<file path="config.mk">
export PLATFORM = sky130hd
export DESIGN_NAME = rtc_regbank
export DESIGN_NICKNAME = d
export VERILOG_FILES = /design/src/rtl/rtc_regbank_pkg.sv /design/src/rtl/rtc_time_counter.sv /design/src/rtl/rtc_user_buffer.sv /design/src/rtl/rtc_regbank.sv
export SDC_FILE = /design/constraint.sdc
export NUM_CORES = 1
export LEC_CHECK = 0
export BUFFER_PORTS_ARGS = -buffer_cell sky130_fd_sc_hd__clkbuf_2
export CAP_MARGIN = 20
export CORE_AREA = 2 2 133 232
export DETAILED_ROUTE_END_ITERATION = 16
export DIE_AREA = 0 0 135 234
export GPL_ROUTABILITY_DRIVEN = 0
export GPL_TIMING_DRIVEN = 1
export PLACE_DENSITY_LB_ADDON = 0.3
export SETUP_SLACK_MARGIN = 0.2
export SYNTH_ARGS = -nofsm -noshare
export SYNTH_HDL_FRONTEND = slang
export SYNTH_SLANG_ARGS = --single-unit
export TNS_END_PERCENT = 30
</file>
<file path="constraint.sdc">
create_clock -name clk -period 5.8 [get_ports clk]
set_input_delay 0.29 -clock clk [delete_from_list [all_inputs] [get_ports clk]]
set_output_delay 0.29 -clock clk [all_outputs]
set_load 0.02 [all_outputs]
</file>
<file path="src/rtl/rtc_regbank_pkg.sv">
package rtc_regbank_pkg;
  localparam int DW   = 8;
  localparam int NREG = 8;
  localparam int AW   = $clog2(NREG);
  localparam int TW   = (NREG - 1) * DW;

  localparam logic [AW-1:0] OFS_CTRL = 3'd0;
  localparam int CTL_SET_BIT  = 7;
  localparam int CTL_HOLD_BIT = 6;
  localparam int OSC_STOP_BIT = 7;

  typedef struct packed {
    logic [DW-1:0] yr;
    logic [DW-1:0] mon;
    logic [DW-1:0] date;
    logic [DW-1:0] dow;
    logic [DW-1:0] hr;
    logic [DW-1:0] min;
    logic [DW-1:0] sec;
  } rtc_time_t;

  function automatic logic [DW-1:0] field_mask(input int idx);
    case (idx)
      1, 2:    return 8'h7F;
      3, 5:    return 8'h3F;
      4:       return 8'h07;
      6:       return 8'h1F;
      7:       return 8'hFF;
      default: return 8'h00;
    endcase
  endfunction

  function automatic logic [DW-1:0] reset_byte(input int idx);
    case (idx)
      1:       return 8'h80;
      4, 5, 6: return 8'h01;
      default: return 8'h00;
    endcase
  endfunction

  function automatic logic [TW-1:0] time_mask();
    logic [TW-1:0] m;
    for (int i = 1; i < NREG; i++) m[(i-1)*DW +: DW] = field_mask(i);
    return m;
  endfunction

  function automatic logic [DW-1:0] bcd_step(input logic [DW-1:0] v,
                                             input logic [DW-1:0] top,
                                             input logic [DW-1:0] bottom);
    if (v == top)          return bottom;
    else if (v[3:0] == 4'h9) return {v[7:4] + 4'd1, 4'h0};
    else                   return {v[7:4], v[3:0] + 4'd1};
  endfunction

  function automatic logic [DW-1:0] month_len(input logic [DW-1:0] mon,
                                              input logic [DW-1:0] yr);
    logic [DW-1:0] bin;
    bin = {4'h0, yr[7:4]} * 8'd10 + {4'h0, yr[3:0]};
    case (mon)
      8'h02:                      return (bin[1:0] == 2'b00) ? 8'h29 : 8'h28;
      8'h04, 8'h06, 8'h09, 8'h11: return 8'h30;
      default:                    return 8'h31;
    endcase
  endfunction
endpackage

</file>
<file path="src/rtl/rtc_time_counter.sv">
module rtc_time_counter
  import rtc_regbank_pkg::*;
(
  input  logic      clk,
  input  logic      rst_n,
  input  logic      step,
  input  logic      load,
  input  rtc_time_t load_val,
  output rtc_time_t cnt
);
  rtc_time_t nxt;
  logic      c_sec, c_min, c_hr, c_date, c_mon;
  logic      cnt_en;

  always_comb begin
    c_sec  = (cnt.sec == 8'h59);
    c_min  = c_sec & (cnt.min == 8'h59);
    c_hr   = c_min & (cnt.hr == 8'h23);
    c_date = c_hr  & (cnt.date == month_len(cnt.mon, cnt.yr));
    c_mon  = c_date & (cnt.mon == 8'h12);
    nxt = cnt;
    if (load) begin
      nxt = load_val;
    end else if (step) begin
      nxt.sec = bcd_step(cnt.sec, 8'h59, 8'h00);
      if (c_sec)  nxt.min  = bcd_step(cnt.min, 8'h59, 8'h00);
      if (c_min)  nxt.hr   = bcd_step(cnt.hr, 8'h23, 8'h00);
      if (c_hr)   nxt.dow  = bcd_step(cnt.dow, 8'h07, 8'h01);
      if (c_hr)   nxt.date = bcd_step(cnt.date, month_len(cnt.mon, cnt.yr), 8'h01);
      if (c_date) nxt.mon  = bcd_step(cnt.mon, 8'h12, 8'h01);
      if (c_mon)  nxt.yr   = bcd_step(cnt.yr, 8'h99, 8'h00);
    end
    cnt_en = load | step;
  end

  always_ff @(posedge clk or negedge rst_n) begin
    if (!rst_n) begin
      cnt <= '{yr: 8'h00, mon: 8'h01, date: 8'h01, dow: 8'h01,
               hr: 8'h00, min: 8'h00, sec: 8'h00};
    end else if (cnt_en) begin
      cnt <= nxt;
    end
  end

  // a stopped counter holds
  a_r3_idle_hold: assert property (@(posedge clk) disable iff (!rst_n)
    (!step && !load) |=> $stable(cnt));

  // seconds wrap
  a_r4_sec_wrap: assert property (@(posedge clk) disable iff (!rst_n)
    (step && !load && cnt.sec == 8'h59) |=> (cnt.sec == 8'h00));

  // new year
  a_r5_year_end: assert property (@(posedge clk) disable iff (!rst_n)
    (step && !load && cnt.sec == 8'h59 && cnt.min == 8'h59 && cnt.hr == 8'h23 &&
     cnt.date == 8'h31 && cnt.mon == 8'h12) |=> (cnt.mon == 8'h01 && cnt.date == 8'h01));
endmodule

</file>
<file path="src/rtl/rtc_user_buffer.sv">
module rtc_user_buffer
  import rtc_regbank_pkg::*;
(
  input  logic                clk,
  input  logic                rst_n,
  input  logic                wr_en,
  input  logic [AW-1:0]       wr_idx,
  input  logic [DW-1:0]       wr_data,
  input  logic                cp_en,
  input  logic [NREG*DW-1:0]  cp_data,
  input  logic                rd_en,
  input  logic [AW-1:0]       rd_idx,
  output logic [NREG*DW-1:0]  regs,
  output logic [DW-1:0]       rd_data
);
  for (genvar g = 0; g < NREG; g++) begin : g_byte
    localparam logic [DW-1:0] MASK = field_mask(g);
    localparam logic [DW-1:0] RST  = reset_byte(g);
    logic          hit, en;
    logic [DW-1:0] d, q;

    always_comb begin
      hit = wr_en && (wr_idx == AW'(g));
      en  = hit | cp_en;
      if (hit) d = wr_data;
      else     d = (q & ~MASK) | (cp_data[g*DW +: DW] & MASK);
    end

    always_ff @(posedge clk or negedge rst_n) begin
      if (!rst_n)  q <= RST;
      else if (en) q <= d;
    end

    assign regs[g*DW +: DW] = q;

    // the host value wins over a simultaneous refresh
    a_r11_host_wins: assert property (@(posedge clk) disable iff (!rst_n)
      (wr_en && cp_en && wr_idx == AW'(g)) |=> (q == $past(wr_data)));
  end

  logic [DW-1:0] rd_nxt;
  always_comb rd_nxt = regs[rd_idx*DW +: DW];

  always_ff @(posedge clk or negedge rst_n) begin
    if (!rst_n)     rd_data <= '0;
    else if (rd_en) rd_data <= rd_nxt;
  end

  // read data holds without a read
  a_r1_rdata_hold: assert property (@(posedge clk) disable iff (!rst_n)
    !rd_en |=> $stable(rd_data));

  // nothing moves without a write or a refresh
  a_r6_quiet_hold: assert property (@(posedge clk) disable iff (!rst_n)
    (!wr_en && !cp_en) |=> $stable(regs));
endmodule

</file>
<file path="src/rtl/rtc_regbank.sv">
module rtc_regbank
  import rtc_regbank_pkg::*;
(
  input  logic          clk,
  input  logic          rst_n,
  input  logic          sec_tick,
  input  logic          cs,
  input  logic          we,
  input  logic [2:0]    addr,
  input  logic [7:0]    wdata,
  output logic [7:0]    rdata
);
  localparam logic [TW-1:0] TMASK = time_mask();

  logic [NREG*DW-1:0] regs;
  rtc_time_t          cnt, load_val;
  logic               host_wr, host_rd;
  logic               hold_frz, set_frz, osc_stop;
  logic               run_tick, set_release;
  logic               upd_go, upd_go_d;

  always_comb begin
    host_wr     = cs & we;
    host_rd     = cs & ~we;
    set_frz     = regs[CTL_SET_BIT];
    hold_frz    = regs[CTL_HOLD_BIT];
    osc_stop    = regs[DW + OSC_STOP_BIT];
    run_tick    = sec_tick & ~osc_stop;
    set_release = host_wr && (addr == OFS_CTRL) && !wdata[CTL_SET_BIT] && set_frz;
    load_val    = rtc_time_t'(regs[NREG*DW-1:DW] & TMASK);
    upd_go_d    = run_tick & ~hold_frz & ~set_frz;
  end

  always_ff @(posedge clk or negedge rst_n) begin
    if (!rst_n) upd_go <= 1'b0;
    else        upd_go <= upd_go_d;
  end

  rtc_time_counter u_cnt (
    .clk      (clk),
    .rst_n    (rst_n),
    .step     (run_tick),
    .load     (set_release),
    .load_val (load_val),
    .cnt      (cnt)
  );

  rtc_user_buffer u_buf (
    .clk     (clk),
    .rst_n   (rst_n),
    .wr_en   (host_wr),
    .wr_idx  (addr),
    .wr_data (wdata),
    .cp_en   (upd_go),
    .cp_data ({cnt, {DW{1'b0}}}),
    .rd_en   (host_rd),
    .rd_idx  (addr),
    .regs    (regs),
    .rd_data (rdata)
  );

  // a freeze present at the tick edge stops the copy
  a_r7_freeze_blocks_copy: assert property (@(posedge clk) disable iff (!rst_n)
    (hold_frz || set_frz) |=> !upd_go);

  // no refresh while the oscillator is stopped
  a_r3_stopped_no_copy: assert property (@(posedge clk) disable iff (!rst_n)
    osc_stop |=> !upd_go);

  // releasing set freeze loads the visible time into the counter
  a_r9_load_value: assert property (@(posedge clk) disable iff (!rst_n)
    set_release |=> (cnt == $past(load_val)));
endmodule

</file>
==> results of run 1 <==
[registers in the layout, indices dropped and copies added, names as in the netlist]
register and cells:
u_buf.rd_data 8, u_buf.g_byte.q 64, upd_go 1, u_cnt.cnt 56
[worst min path at each step]
stage | start | to | slack, ns | depth (start not counted)
after CTS | wdata[6] | u_buf.g_byte[2].q[6]$_DFFE_PN0N_ | 0.24 | 3
after floorplan | rst_n | u_buf.g_byte[0].q[0]$_DFFE_PN0P_ | -0.006 | 0
final | wdata[6] | u_buf.g_byte[2].q[6]$_DFFE_PN0N_ | 0.26 | 3
after detailed placement | rst_n | u_buf.g_byte[3].q[4]$_DFFE_PN0N_ | 0.36 | 1
after global routing | wdata[2] | u_buf.g_byte[7].q[2]$_DFFE_PN0P_ | 0.27 | 3
after global placement | rst_n | u_buf.g_byte[3].q[4]$_DFFE_PN0N_ | 0.36 | 1
[final cells by class]
type | count | share of cell area (%)
tap | 387 | 5.765
inverter | 20 | 0.8938
timing repair buffer | 36 | 2.637
multi-input combinational | 557 | 45.09
clock buffer | 23 | 5.810
sequential | 129 | 38.55
clock inverter | 9 | 1.251
[per-layer routing]
metal | GRT usage (%) | wire (um) | vias up
met4 | 9.733 | 1403 | 0
met1 | 13.90 | 7757 | 2822
met3 | 2.486 | 311 | 47
li1 | - | - | 2730
met2 | 27.82 | 12190 | 77
met5 | 0 | 0 | -
[kinds of logic after synthesis]
family          share of synthesized area [%]
xor+xnor                               0.5992
compound gates                          13.21
flops                                   44.28
buf+inv                                 3.971
simple gates                            17.61
fa+ha+maj                               4.451
mux                                     15.87
[worst max-delay path, delay by kind of cell (launching register included)]
family	cells	cell delay, ns
AOI/OAI and AO/OA	2	0.57
adders and majority gates	1	0.20
DFF	1	0.47
and+or+nand+nor	4	1.87
[power by group through the flow]
stage	Sequential, mW	Combinational [mW]	Clock, mW
2_1_floorplan	1.26	0.392	0
5_1_grt	1.38	0.597	1.15
3_5_place_dp	1.37	0.539	0
4_1_cts	1.36	0.540	1.11
6_report	1.36	0.531	1.08
3_3_place_gp	1.37	0.529	0
[cells in the final DEF, fill, tap and decap left out, types with 12 or more instances in the layout]
| cell type | netlist | routed |
|---|---|---|
| sky130_fd_sc_hd__a21oi_1 | 52 | 52 |
| sky130_fd_sc_hd__a31oi_1 | 13 | 13 |
| sky130_fd_sc_hd__buf_4 | 2 | 12 |
| sky130_fd_sc_hd__clkbuf_16 | 0 | 17 |
| sky130_fd_sc_hd__clkbuf_2 | 1 | 22 |
| sky130_fd_sc_hd__dfrtp_1 | 122 | 121 |
| sky130_fd_sc_hd__ha_1 | 26 | 26 |
| sky130_fd_sc_hd__inv_1 | 20 | 20 |
| sky130_fd_sc_hd__mux2_2 | 23 | 23 |
| sky130_fd_sc_hd__mux2i_1 | 54 | 54 |
| sky130_fd_sc_hd__mux4_2 | 16 | 16 |
| sky130_fd_sc_hd__nand2_1 | 97 | 97 |
| sky130_fd_sc_hd__nand3_1 | 20 | 20 |
| sky130_fd_sc_hd__nor2_1 | 54 | 54 |
| sky130_fd_sc_hd__nor3_1 | 20 | 20 |
| sky130_fd_sc_hd__o21ai_0 | 78 | 78 |
[stage by stage]
| step | total power [mW] | util (%) | cell area (um2) | worst slack [ns] | hold WS (ns) |
|---|---|---|---|---|---|
| after detailed placement | 1.912 | 26.12 | 7796 | 2.341 | 0.3592 |
| after global routing | 3.127 | 28.14 | 8399 | 2.343 | 0.2695 |
| after CTS | 3.008 | 28.14 | 8399 | 2.589 | 0.2363 |
| after global placement | 1.898 | 26.09 | 7789 | 2.416 | 0.3627 |
| after floorplan | 1.656 | - | 7310 | 3.031 | -0.005591 |
| final | 2.974 | 28.14 | 8399 | 2.589 | 0.2589 |
[repair_timing]
item                                    CTS  global route
hold buffers                              1             0
endpoints found under the setup margin    0             0
endpoints found under the hold margin    64             0
==> results_dict.tcl, run 1 <==
set metrics [dict create \
    cts.root.buffer_cell "sky130_fd_sc_hd__clkbuf_16" \
    grt_start_max_net_pins 69 \
    total_leakage_power_nw 3.369 \
    floorplan.die_area_mm2 0.03159 \
    final_antenna_diode_count 0 \
    internal-power_mw 2.040 \
    seq_area_mm2 0.003238 \
    cellPowerDensity_mw_per_mm2 354.1 \
    critical_path.endpoint "u_cnt.cnt[51]$_DFFE_PN0P_" \
    worst-r2r-setup-slack_ns 2.59 \
    cts_max_level 4 \
    fin_worst_skew_ns 0.01242 \
    synth_top_area_share_pct 41.77 \
    setup.worst_path.start "u_cnt.cnt[0]$_DFFE_PN0P_" \
    grt_antenna_before_repair 0 \
    synth-edff-count 0 \
    synth.lib_cells_used.distinct 59 \
    wl_um 21660 \
    crit-reg2reg-capture "u_cnt.cnt[51]$_DFFE_PN0P_" \
    tritoncts "done" \
    clkSlewWorstSetupHoldPaths_ns 0.06 \
    synth_area_leaders "sky130_fd_sc_hd__dfrtp_1 (42%), sky130_fd_sc_hd__mux2i_1 (7.4%), sky130_fd_sc_hd__o21ai_0 (5.3%)" \
    gate_count_after_technology_mapping 758 \
    finalNetCount 803 \
    io_buffers 23 \
    postSynthAreaPerCell_um2 9.643 \
    synth.largest_area_cell "sky130_fd_sc_hd__dfrtp_1" \
    rsz0062_at_grt "false" \
    cts_post_setup_buffers_inserted 0 \
    cp_max_fo 20 \
    seqPwrFrac_pct 45.7 \
    die-width_um 135 \
    clk_path_buf_depth 2 \
    finalSetupViolCount 0 \
    crit_chain "ha_1 -> and3b_1 -> nand2_1 -> or4_1 -> a21o_1 -> or4_1 -> a31oi_1" \
    yosys-top-cells-count "sky130_fd_sc_hd__dfrtp_1 (122), sky130_fd_sc_hd__nand2_1 (97), sky130_fd_sc_hd__o21ai_0 (78)" \
    post_layout_nonfiller_instances 1161 \
    drv_slew 0 \
    timing.reg2reg.worst_path_depth 7 \
    post_synth_instance_area_mm2 0.007310 \
    p_switching_mw 0.9334 \
    remaining_drc_errors 0 \
    worst_margin_pin_slew_ns 1.062 \
    fp.coreArea_mm2 0.02985 \
    final_layout_size_suffix_gt1_share_pct 15.63 \
    reg2reg_from "u_cnt.cnt[0]$_DFFE_PN0P_" \
    yosys.cell_count.top_type "sky130_fd_sc_hd__dfrtp_1" \
    flow.area_growth_from_synthesis_pct 14.91 \
    worst_ep_required_time_ns 6.15 \
    start_util_pct 24.49 \
    ys_dominant_reg_cell "sky130_fd_sc_hd__dfrtp_1" \
    worst_setup_path_start_kind "flop" \
    holdCritPathClass "in2reg" \
    multi_input_area_mm2 0.003787 \
    maxCapViolations 0 \
    number_of_fill_cells_in_the_layout 3158 \
    outcome "complete, no violations" \
    cpMostUsedCell "sky130_fd_sc_hd__or4_1" \
    grt_pass1_vias 5821 \
    yosys_warnings 0 \
    num_ports 24 \
    hold_fails_final_rpt 0 \
    globalRoute.totalOverflow 0 \
    synth-async-reset-ratio_pct 100.0 \
    synth.net_count 800 \
    row_count 84 \
    clock_power_share_pct 36.5 \
    layout_worst_path_cycle_share_pct 55.37 \
    place_hpwl_um 16040 \
    clock_insertion_delay_worst_skew_ns 0.43 \
    critPathKind "reg2reg" \
    vdd_drop_max_mv 0.2087 \
    postCtsResizedCells 0 \
    wire_length_of_the_first_global_routing_pass_um 34290 \
    post_drt_wl_per_cell_um 18.66 \
    final.min_clock_period_ns 3.211 \
    die_height_um 234 \
    cts_buffers 17 \
    total_grt_usage_pct 14.51 \
    critical-path-slowest-cell "sky130_fd_sc_hd__or4_1" \
    synth-seq-cells 129 \
    slew-limit-headroom_pct 28.93 \
    dp.cells 1128 \
    detailedRoute.firstPassIterationCount 4 \
    comb_power_share_pct 17.8 \
    cts.sink_count 129 \
    worstPathArrival_ns 3.56 \
    yosysSeqAreaShare_pct 44.28 \
    postRouteAntennaNets 0 \
    netSwitchingFraction_pct 31.39 \
    clock.fmax_mhz 311.4 \
    vias_per_cell 4.889 \
    drt_first_iter_violations 393 \
    routed-via-count 5676 \
    fin_tns_setup_ns 0 \
    endpoint_kind "flop" \
    crit_path_max_incr_delay_ns 0.64 \
]
(Power assumes the default switching activity.)
==> inputs of run 2 (changes only) <==
--- a/config.mk
+++ b/config.mk
@@ -5,11 +5,12 @@
 export SDC_FILE = /design/constraint.sdc
 export NUM_CORES = 1
 export LEC_CHECK = 0
+export ABC_AREA = 1
 export BUFFER_PORTS_ARGS = -buffer_cell sky130_fd_sc_hd__clkbuf_2
 export CAP_MARGIN = 20
-export CORE_AREA = 2 2 133 232
+export CORE_AREA = 2 2 133 231
 export DETAILED_ROUTE_END_ITERATION = 16
-export DIE_AREA = 0 0 135 234
+export DIE_AREA = 0 0 135 233
 export GPL_ROUTABILITY_DRIVEN = 0
 export GPL_TIMING_DRIVEN = 1
 export PLACE_DENSITY_LB_ADDON = 0.3
==> constraint.sdc (replaced) <==
create_clock -name clk -period 3 [get_ports clk]
set_input_delay 0.15 -clock clk [delete_from_list [all_inputs] [get_ports clk]]
set_output_delay 0.15 -clock clk [all_outputs]
set_load 0.02 [all_outputs]
==> run 2 against run 1 <==
Compared with the run above: global-route usage increased by 1.2 points; maximum frequency grew 38%; sequential power increased by 85%.
==> results_dict.tcl, run 2 <==
set metrics [dict create \
    outcome "complete, no violations" \
    yosys_warnings 0 \
    grt_pass1_vias 6530 \
    post-route-cell-area_mm2 0.008427 \
    comb_power_share_pct 20.8 \
    most-common-layout-cells "sky130_fd_sc_hd__nand2_1 (172), sky130_fd_sc_hd__dfrtp_1 (122), sky130_fd_sc_hd__nand3_1 (112)" \
    fp.coreArea_mm2 0.02949 \
    wl_um 23500 \
    post_drt_wl_per_cell_um 18.19 \
    worst-path-stages 13 \
    grt_antenna_before_repair 0 \
    clock_power_share_pct 36.2 \
    family_with_the_most_delay_on_the_worst_path "simple AND/OR/NAND/NOR gates" \
    cts.sink_count 129 \
    endpoint_kind "flop" \
    globalRoute.totalOverflow 0 \
    worst_setup_path_start_kind "flop" \
    synth-edff-count 0 \
    placed_instance_area_mm2 0.007838 \
    floorplan.die_area_mm2 0.03146 \
    final_layout_size_suffix_gt1_share_pct 11.76 \
    number_of_buffers_and_inverters_on_the_critical_path 2 \
    drv_slew 0 \
    row_count 83 \
    crit-reg2reg-capture "u_cnt.cnt[52]$_DFFE_PN0P_" \
    wire_length_of_the_first_global_routing_pass_um 37000 \
    hold_fails_final_rpt 0 \
    cts_max_level 4 \
    slew-limit-headroom_pct 45.15 \
    die-width_um 135 \
    post_synth_instance_area_mm2 0.007284 \
    cellPowerDensity_mw_per_mm2 691.9 \
    place_hpwl_um 17420 \
    seqPwrFrac_pct 43.0 \
    reg.largest.list "u_buf.g_byte.q (64), u_cnt.cnt (56), u_buf.rd_data (8)" \
    worst-r2r-setup-slack_ns 0.68 \
    setup.worst_path.start "u_cnt.cnt[44]$_DFFE_PN0P_" \
    synth_area_leaders "sky130_fd_sc_hd__dfrtp_1 (42%), sky130_fd_sc_hd__nand2_1 (8.9%), sky130_fd_sc_hd__nand3_1 (7.7%)" \
    gate_count_after_technology_mapping 870 \
    netSwitchingFraction_pct 32.97 \
    final_antenna_diode_count 0 \
    total_grt_usage_pct 15.72 \
    timing.reg2reg.worst_path_depth 13 \
    internal-power_mw 3.908 \
    layout_worst_path_cycle_share_pct 77.35 \
    holdCritPathClass "in2reg" \
    critical-path-slowest-cell "sky130_fd_sc_hd__dfrtp_1" \
    dp.cells 1259 \
    remaining_drc_errors 0 \
    io_buffers 23 \
    vias_per_cell 4.954 \
    cts_buffers 17 \
    num_ports 24 \
    routed-via-count 6401 \
    grt_start_max_net_pins 59 \
    yosysSeqAreaShare_pct 44.43 \
    synth_top_area_share_pct 41.91 \
    detailedRoute.firstPassIterationCount 5 \
    flow.area_growth_from_synthesis_pct 15.68 \
    p_switching_mw 1.922 \
    largest_register_ffs 64 \
    cpMostUsedCell "sky130_fd_sc_hd__nand2_1" \
    yosys-top-cells-count "sky130_fd_sc_hd__nand2_1 (172), sky130_fd_sc_hd__dfrtp_1 (122), sky130_fd_sc_hd__nand3_1 (112)" \
    finalSetupViolCount 0 \
    synth.net_count 912 \
    yosys.cell_count.top_type "sky130_fd_sc_hd__nand2_1" \
    postRouteAntennaNets 0 \
    hold_crit_start "wdata[7]" \
    tritoncts "done" \
    synth.lib_cells_used.distinct 47 \
    worst_margin_pin_slew_ns 0.8125 \
    largest_register "u_buf.g_byte.q" \
    cts.root.buffer_cell "sky130_fd_sc_hd__clkbuf_16" \
    final_common_cell "sky130_fd_sc_hd__nand2_1" \
    die_height_um 233 \
    maxCapViolations 0 \
    crit_path_max_incr_delay_ns 0.45 \
    worstPathArrival_ns 2.64 \
    synth.largest_area_cell "sky130_fd_sc_hd__dfrtp_1" \
    postSynthAreaPerCell_um2 8.373 \
    total_leakage_power_nw 3.920 \
    vdd_drop_max_mv 0.4071 \
    reg2reg_from "u_cnt.cnt[44]$_DFFE_PN0P_" \
    ys_dominant_reg_cell "sky130_fd_sc_hd__dfrtp_1" \
    fin_worst_skew_ns 0.01121 \
    clock_insertion_delay_worst_skew_ns 0.44 \
    rsz0062_at_grt "false" \
    clock.fmax_mhz 430.9 \
    synth-seq-cells 129 \
    post_layout_nonfiller_instances 1292 \
    postCtsResizedCells 0 \
    worst_ep_required_time_ns 3.32 \
    clkSlewWorstSetupHoldPaths_ns 0.06 \
    critical_path.endpoint "u_cnt.cnt[52]$_DFFE_PN0P_" \
    finalNetCount 939 \
    cp_max_fo 19 \
    fin_tns_setup_ns 0 \
    synth-async-reset-ratio_pct 100.0 \
    clk_path_buf_depth 2 \
    drt_first_iter_violations 437 \
    crit_chain "inv_1 -> ha_1 -> inv_1 -> nor2_1 -> nand2_1 -> nand2_1 -> nand3_1 -> nor2_1 -> nand3_2 -> nand2_4 -> nand3_1 -> nand2_1 -> nand2_1" \
    start_util_pct 24.70 \
    final.min_clock_period_ns 2.320 \
    critPathKind "reg2reg" \
]
run 2: how the worst min path moves through the flow:
| stage | endpoint | slack [ns] | cells past startpoint |
|---|---|---|---|
| after floorplan | u_buf.g_byte[0].q[0]$_DFFE_PN0P_ | -0.15 | 0 |
| after global placement | u_buf.g_byte[2].q[1]$_DFFE_PN0N_ | 0.17 | 1 |
| after detailed placement | u_cnt.cnt[9]$_DFFE_PN0P_ | 0.17 | 1 |
| after CTS | u_buf.g_byte[0].q[7]$_DFFE_PN0P_ | 0.07 | 3 |
| after global routing | u_buf.g_byte[0].q[7]$_DFFE_PN0P_ | 0.08 | 3 |
| final | u_buf.g_byte[0].q[7]$_DFFE_PN0P_ | 0.08 | 3 |
run 2: tightest hold or removal path, stage by stage:
cell,delay [ns]
sky130_fd_sc_hd__clkbuf_2,0.15
sky130_fd_sc_hd__nor2_4,0.06
sky130_fd_sc_hd__a21oi_1,0.11
run 2: stage by stage:
| step | utilization (%) | worst slack [ns] | power (mW) | hold WS (ns) |
|---|---|---|---|---|
| 2_1_floorplan | - | 1.235 | 3.250 | -0.1456 |
| 3_3_place_gp | 26.57 | 0.7299 | 3.721 | 0.1716 |
| 3_5_place_dp | 26.57 | 0.7076 | 3.751 | 0.1720 |
| 4_1_cts | 28.57 | 0.7128 | 5.890 | 0.06621 |
| 5_1_grt | 28.57 | 0.4326 | 6.147 | 0.08033 |
| 6_report | 28.57 | 0.6795 | 5.831 | 0.08401 |
run 2: area by class of cell:
cell class	count	area, um2
multi-input cells	604	3476
repair buffers	38	249.0
well taps	382	478.0
flip-flops and latches	129	3237
clock inverters	12	142.6
clock buffers	20	436.7
inverters	107	407.9
fillers	3175	21070
run 2: logic make-up (layout without fill, tap and decap cells):
family | count (synthesis) | in the layout | share of synthesized area [%]
compound gates | 188 | 188 | 16.92
xor+xnor | 19 | 19 | 2.284
fa+ha+maj | 26 | 26 | 4.466
buf+inv | 137 | 177 | 7.849
flops | 129 | 129 | 44.43
mux | 1 | 1 | 0.1546
simple gates | 370 | 370 | 23.89
run 2: power groups by stage:
stage	clock network (mW)	logic (mW)	registers, mW
after floorplan	0	0.821	2.43
after global placement	0	1.19	2.53
after detailed placement	0	1.22	2.53
after CTS	2.16	1.23	2.50
after global routing	2.23	1.37	2.55
final	2.11	1.21	2.51
run 2: routing by layer:
metal / vias to the layer above / global-route usage (%) / part of all wire, %
li1: 3081 / - / -
met1: 3112 / 15.29 / 36
met2: 141 / 29.44 / 55
met3: 67 / 2.375 / 2.7
met4: 0 / 11.69 / 6.6
met5: - / 0 / 0
run 2: what timing repair did:
action / 4_1_cts / 5_1_grt
endpoints found under the hold margin: 53 / 0
setup buffers: 0 / 0
hold buffers: 1 / 0
==> inputs of run 3 (changes only) <==
==> constraint.sdc (replaced) <==
create_clock -name clk -period 1.94 [get_ports clk]
set_input_delay 0.097 -clock clk [delete_from_list [all_inputs] [get_ports clk]]
set_output_delay 0.097 -clock clk [all_outputs]
set_load 0.02 [all_outputs]
==> run 3 against run 2 <==
Compared with the run above: wire length rose by 3.2%; setup slack worse by 0.58 ns; die area stayed put.
==> results_dict.tcl, run 3 (same netlist as run 2, synthesis figures left out) <==
set metrics [dict create \
    fp.coreArea_mm2 0.02949 \
    finalSetupViolCount 0 \
    clk_path_buf_depth 2 \
    cts.root.buffer_cell "sky130_fd_sc_hd__clkbuf_16" \
    maxCapViolations 0 \
    wl_um 24250 \
    detailedRoute.firstPassIterationCount 5 \
    final_antenna_diode_count 0 \
    clock_insertion_delay_worst_skew_ns 0.44 \
    layout_worst_path_cycle_share_pct 94.79 \
    grt_pass1_vias 6739 \
    most-common-layout-cells "sky130_fd_sc_hd__nand2_1 (154), sky130_fd_sc_hd__dfrtp_1 (121), sky130_fd_sc_hd__nand3_1 (100)" \
    final_common_cell "sky130_fd_sc_hd__nand2_1" \
    post_layout_nonfiller_instances 1372 \
    final.min_clock_period_ns 1.839 \
    wire_length_of_the_first_global_routing_pass_um 37430 \
    flow.area_growth_from_synthesis_pct 29.35 \
    grt_start_max_net_pins 47 \
    row_count 83 \
    hold_fails_final_rpt 0 \
    place_hpwl_um 17900 \
    globalRoute.totalOverflow 0 \
    tritoncts "done" \
    die-width_um 135 \
    finalNetCount 1019 \
    die_height_um 233 \
    outcome "complete, no violations" \
    clkSlewWorstSetupHoldPaths_ns 0.06 \
    reg.largest.list "u_buf.g_byte.q (64), u_cnt.cnt (56), u_buf.rd_data (8)" \
    worst_ep_required_time_ns 2.31 \
    fin_worst_skew_ns 0.009101 \
    start_util_pct 24.70 \
    post_drt_wl_per_cell_um 17.68 \
    vias_per_cell 4.880 \
    floorplan.die_area_mm2 0.03146 \
    cts.sink_count 129 \
    cp_max_fo 6 \
    postRouteAntennaNets 0 \
    endpoint_kind "flop" \
    final_layout_size_suffix_gt1_share_pct 24.75 \
    fin_tns_setup_ns 0 \
    largest_register_ffs 64 \
    total_leakage_power_nw 4.394 \
    vdd_drop_max_mv 0.5899 \
    worst_margin_pin_slew_ns 0.6158 \
    remaining_drc_errors 0 \
    routed-via-count 6695 \
    io_buffers 23 \
    worstPathArrival_ns 2.21 \
    drt_first_iter_violations 400 \
    worst_setup_path_start_kind "flop" \
    dpl_worst_slack_ns -0.05545 \
    holdCritPathClass "in2reg" \
    rsz0062_at_grt "true" \
    cellPowerDensity_mw_per_mm2 994.6 \
    fin_ws_ns 0.1011 \
    num_ports 24 \
    critPathKind "reg2reg" \
    largest_register "u_buf.g_byte.q" \
    grt_antenna_before_repair 0 \
    clock.fmax_mhz 543.8 \
    dp.cells 1321 \
    cts_buffers 17 \
    cts_max_level 4 \
    slew-limit-headroom_pct 58.90 \
    drv_slew 0 \
    total_grt_usage_pct 15.90 \
    total_power_mw 9.372 \
]
## run 3: cell types whose count changed in the layout (fill, tap and decap cells not counted), moves of 12 or more
cell and change:
sky130_fd_sc_hd__buf_4 +67, sky130_fd_sc_hd__nand2_1 -18, sky130_fd_sc_hd__nand2_2 +15, sky130_fd_sc_hd__nand3_1 -12
## run 3: worst max-delay path: stages, from the launching register on
cell	delay, ns
sky130_fd_sc_hd__dfrtp_1	0.37
sky130_fd_sc_hd__inv_1	0.05
sky130_fd_sc_hd__ha_1	0.13
sky130_fd_sc_hd__nand3b_1	0.13
sky130_fd_sc_hd__nor2_2	0.17
sky130_fd_sc_hd__nand2_2	0.09
sky130_fd_sc_hd__o21ai_4	0.19
sky130_fd_sc_hd__nand2_8	0.14
sky130_fd_sc_hd__buf_12	0.16
sky130_fd_sc_hd__nor2_4	0.16
sky130_fd_sc_hd__nand4_1	0.11
sky130_fd_sc_hd__nand2_1	0.07
## run 3: final timing paths
path,end,from,cells after the start,slack (ns)
max,u_cnt.cnt[52]$_DFFE_PN0P_,u_cnt.cnt[1]$_DFFE_PN0P_,11,0.10
min,u_buf.g_byte[0].q[7]$_DFFE_PN0P_,wdata[7],3,0.03
max reg2reg,u_cnt.cnt[52]$_DFFE_PN0P_,u_cnt.cnt[1]$_DFFE_PN0P_,11,0.10
min reg2reg,u_buf.g_byte[0].q[0]$_DFFE_PN0P_,u_buf.g_byte[0].q[0]$_DFFE_PN0P_,2,0.49
max in group asynchronous,u_cnt.cnt[40]$_DFFE_PN1P_,rst_n,3,1.03
min in group asynchronous,u_cnt.cnt[10]$_DFFE_PN0P_,rst_n,2,0.16
## run 3: cell type report
cell class | count | area, um2
well taps | 382 | 478.0
repair buffers | 115 | 885.9
clock inverters | 5 | 75.07
multi-input cells | 606 | 3802
repair inverters | 1 | 8.758
inverters | 107 | 421.7
clock buffers | 27 | 513.0
fillers | 3137 | 20070
flip-flops and latches | 129 | 3238
## run 3: what timing repair did
| item | in CTS | in global routing |
|---|---|---|
| cloned | 3 | 0 |
| setup endpoints to repair | 39 | 43 |
| hold endpoints to repair | 43 | 0 |
| pin swaps | 15 | 29 |
| setup buffers | 10 | 5 |
| hold buffers | 1 | 0 |
| resized for setup | 53 | 46 |
## run 3: report_power, final
| group | total (mW) | internal (mW) | switching [mW] | leakage (nW) |
|---|---|---|---|---|
| registers | 3.78 | 3.35 | 0.431 | 1.65 |
| clock network | 3.27 | 2.06 | 1.21 | 0.291 |
| logic | 2.32 | 0.927 | 1.40 | 2.46 |
| total | 9.37 | 6.33 | 3.04 | 4.39 |
## run 3: per-layer routing
layer | vias up | GRT usage (%) | wire length [um] | share of wire (%)
met1 | 3240 | 14.44 | 8125 | 34
met5 | - | 0 | 0 | 0
met2 | 150 | 32.00 | 14070 | 58
met3 | 70 | 2.549 | 631 | 2.6
met4 | 0 | 9.505 | 1427 | 5.9
li1 | 3235 | - | - | -
## run 3: through the flow
stage          hold WS [ns]  instance area [um2]  utilization, %
6_report            0.02838                 9423           31.95
3_3_place_gp        0.06853                 8318           28.20
4_1_cts             0.01997                 9249           31.36
2_1_floorplan       -0.1986                 7300               -
3_5_place_dp        0.07129                 8318           28.20
5_1_grt             0.03374                 9423           31.95
